### config.mk
export PLATFORM = sky130hd
export DESIGN_NAME = fwd_unit
export DESIGN_NICKNAME = d
export VERILOG_FILES = /design/src/rtl/fwd_pkg.sv /design/src/rtl/fwd_match.sv /design/src/rtl/fwd_pick.sv /design/src/rtl/fwd_unit.sv
export SDC_FILE = /design/constraint.sdc
export NUM_CORES = 1
export LEC_CHECK = 0
export ABC_CLOCK_PERIOD_IN_PS = 1650
export BUFFER_PORTS_ARGS = -buffer_cell sky130_fd_sc_hd__buf_2
export CAP_MARGIN = 20
export CORE_AREA = 5 5 42 44
export DETAILED_ROUTE_END_ITERATION = 10
export DIE_AREA = 0 0 47 49
export RECOVER_POWER = 25
export SLEW_MARGIN = 20
export SYNTH_ARGS = -nofsm -noshare
export SYNTH_HDL_FRONTEND = slang
export SYNTH_HIERARCHICAL = 1
export SYNTH_SLANG_ARGS = --single-unit
### constraint.sdc
create_clock -name vclk -period 1.65
set_input_delay 0.33 -clock vclk [all_inputs]
set_output_delay 0.33 -clock vclk [all_outputs]
set_load 0.005 [all_outputs]
### src/rtl/fwd_pkg.sv
package fwd_pkg;
  typedef enum logic [1:0] {
    FWD_RF  = 2'b00,
    FWD_WB  = 2'b01,
    FWD_EXM = 2'b10
  } fwd_sel_e;
endpackage

### src/rtl/fwd_match.sv
// One producer/consumer comparison: the producer must write a nonzero register
module fwd_match #(
  parameter int AW = 5
) (
  input  logic [AW-1:0] dst,
  input  logic          we,
  input  logic [AW-1:0] src,
  output logic          hit
);
  always_comb begin
    hit = we && (dst != '0) && (dst == src);
  end
endmodule

### src/rtl/fwd_pick.sv
// Priority choice for one operand: the newer producer wins
module fwd_pick
  import fwd_pkg::*;
(
  input  logic     hit_new,
  input  logic     hit_old,
  output fwd_sel_e sel
);
  always_comb begin
    if (hit_new)      sel = FWD_EXM;
    else if (hit_old) sel = FWD_WB;
    else              sel = FWD_RF;
  end
endmodule

### src/rtl/fwd_unit.sv
module fwd_unit
  import fwd_pkg::*;
#(
  parameter int AW = 5
) (
  input  logic [AW-1:0] ex_rs,
  input  logic [AW-1:0] ex_rt,
  input  logic [AW-1:0] mem_dst,
  input  logic          mem_we,
  input  logic [AW-1:0] wb_dst,
  input  logic          wb_we,
  output logic [1:0]    sel_a,
  output logic [1:0]    sel_b
);
  localparam int NSRC = 2;

  logic [AW-1:0] src_v   [NSRC];
  logic          hit_mem [NSRC];
  logic          hit_wb  [NSRC];
  fwd_sel_e      sel_v   [NSRC];

  assign src_v[0] = ex_rs;
  assign src_v[1] = ex_rt;

  for (genvar g = 0; g < NSRC; g++) begin : g_src
    fwd_match #(.AW(AW)) u_mem (
      .dst(mem_dst), .we(mem_we), .src(src_v[g]), .hit(hit_mem[g])
    );
    fwd_match #(.AW(AW)) u_wb (
      .dst(wb_dst), .we(wb_we), .src(src_v[g]), .hit(hit_wb[g])
    );
    fwd_pick u_pick (
      .hit_new(hit_mem[g]), .hit_old(hit_wb[g]), .sel(sel_v[g])
    );
  end

  assign sel_a = sel_v[0];
  assign sel_b = sel_v[1];
endmodule

Yosys cells after proc, flatten, opt, wreduce, memory -nomap -nowiden:

Index checks and enable logic that the tools add are counted.

* bits in registers: 0
* input bits: 22
* output and inout bits: 4
* logic and storage cells: 16

* eq/ne operators: 4
* mux-type cells: 4
* reduce and logical (&&, ||, !) cells: 8

Operators by type and width (count)
* $eq A5 B5 Y1: 4
* $reduce_bool A5 Y1: 2
* $logic_and A1 B1 Y1: 6
* $mux W2: 2
* $mux W1: 2

Logic depth before layout (Yosys ltp):

* depth after elaboration: 5
* gate-level depth with buffers: 4
* mapped depth without buffers: 4

Cells and area by module:

The synthesis kept the hierarchy.

By module, submodules not included
* fwd_match: instances 4, cells each 10, area each 76.3 um2, seq. area each 0.0 um2
* fwd_pick: instances 2, cells each 2, area each 21.3 um2, seq. area each 0.0 um2

Least setup slack after synthesis:

OpenSTA, ideal clock, no wires.

* kind: in2out
* from: input ex_rs[3]
* to: output sel_a[1]
* arrival time: 1.007 ns
* data required time: 1.320 ns
* slack: 0.313 ns
* stages: 4
* buffers on the path: 1
* cells stage by stage: xor2_1 nor3_1 and4_1 buf_4

RTL lines
* start, declared: line fwd_unit.sv:6 `input logic [AW-1:0] ex_rs,`
* end, declared: line fwd_unit.sv:12 `output logic [1:0] sel_a,`

==> run summary <==
Final HPWL DP = 886 µm
Status = completed
Design Power = 0.000114 W
Number of clock-tree buffers in the layout = 0
WP data required = 1.32 ns
Cell family with most CP delay = simple AND/OR/NAND/NOR gates
Kind of start point of the critical path = primary input
Layout area overhead = 52.2%
# nets final = 92
Vias per cell = 4.55
Area post-placement = 483 µm²
Worst VDD drop = 88.4 µV
Ant. Diodes = 0
FFs & Latches = 0
Least-Margin Pin Slew = 0.220 ns
Number of max-slew violations in the final report = 0
CP max FO = 4
Layout cells sized above 1 = 0.544
CP Capture Type = output pin
Routability cong. = 0.703
Vias in the first global route = 368
Synth cell types = 10
IO Pins = 26
Worst rel slew slack = 0.852
Register area share after synthesis = 0
DIE WIDTH = 47 µm
CORE AREA = 0.00140 mm²
Drt first pass iters = 2
Port Buf Inserts = 26
Drc violations = 0
Setup_tns = 0 ns
Die height = 49 µm
Final Instance Area = 529 µm²
Total GRT Usage = 0.0786
Core Util, Final = 0.378
CP max stage delay = 0.29 ns
Critical-path cell with the highest stage delay = nor4_2
Initial antenna violation count = 0
Fmax achieved = 628 MHz
Final setup violation count = 0
Iter 0 DRT Violations = 3
DR WL/cell = 11.8 µm
Gate Count Post-Synth = 44
Critical path, cell by cell = buf_2 > nor4_2 > o21ai_1 > and4_1 > nor2b_4 > buf_2
Fin crit share = 0.965
Leakage = 0.228 nW
Hold Path Class = primary input to output pin
Gr ovfl total = 0
Minimum clock period = 1.59 ns
Register area = 0 µm²
Max_cap viols = 0
# Post-CTS Setup Buffers = 0
WL final = 987 µm
Ys Warns = 6
Die Area = 0.00230 mm²
Global-route wire length before repair = 1470 µm
Syn nets = 66
Mapped cell area = 348 µm²
Worst EP arrival = 1.26 ns
Bufs and invs on worst path = 2
Critical path's most frequent cell = buf_2
ANT nets after route = 0
Largest net degree at the start of global routing = 5
DR vias = 382
PD cells = 215 mW/mm²
Hold Violations, Final = 0
Starting Density = 0.248
Placed cell count = 84
Crit path kind = primary input to output pin
Fillers = 159
Row count = 14
Avg Cell Area, Syn = 7.91 µm²
Finished Layout Cells = 84
==> layer usage <==
metal / track usage / wire length, µm / up-vias
li1: - / - / 203
met1: 0.111 / 396 / 169
met2: 0.136 / 526 / 10
met3: 0.00369 / 63 / 0
met4: 0 / 0 / 0
met5: 0 / 0 / -
==> repair_timing <==
action                                  CTS  global route
gates resized for setup                   0             9
hold buffers                              0             0
endpoints found under the setup margin    0             2
==> layout by cell type (no fill, tap or decap), types with 3 or more instances in the layout <==
cell type,n
nor4_4,3
nor3_2,3
xor2_1,12
or2_0,4
o21ai_1,4
xnor2_1,4
nand2_1,4
buf_2,26
==> layout make-up <==
| type | instances | area, µm² | share of cell area |
|---|---|---|---|
| tap | 16 | 20.0 | 0.0378 |
| timing repair buffer | 26 | 130 | 0.246 |
| multi-input combinational | 42 | 379 | 0.716 |
==> cell families after synthesis <==
logic type,count (synthesis),share of synthesized area
xor gates and xnor gates,16,0.403
and+or+nand+nor,22,0.496
AOI/OAI and AO/OA,4,0.0576
buffers and inverters,2,0.0432
==> path summary, 6_finish.rpt <==
path / from / end / slack, ns / depth (start not counted)
worst max-delay path: wb_dst[0] / sel_a[0] / 0.06 / 6
worst min-delay path: mem_we / sel_a[1] / 1.04 / 3
==> metrics by stage <==
step / hold slack, ns / setup slack [ns]
after floorplan: 0.897 / 0.313
after global placement: 1.07 / 0.0599
after detailed placement: 1.07 / 0.0255
after CTS: 1.07 / 0.0241
after global routing: 1.04 / -0.0000528
final: 1.04 / 0.0575
==> cell usage after synthesis <==
library cell	count	area, µm²
o21ai_1	4	20.0
nor2b_4	2	27.5
and4_1	4	35.0
buf_4	2	15.0
xnor2_1	4	35.0
nor3_1	4	20.0
xor2_1	12	105
nor4_2	4	50.1
nand2_1	4	15.0
or2_0	4	25.0
==> power by group <==
| part | internal, W | switching (W) | leakage, nW |
|---|---|---|---|
| Combinational | 0.0000532 | 0.0000607 | 0.228 |
| Clock | 0 | 0 | 0 |
| Sequential | 0 | 0 | 0 |
Note: power is estimated with default switching activity, not from simulation.
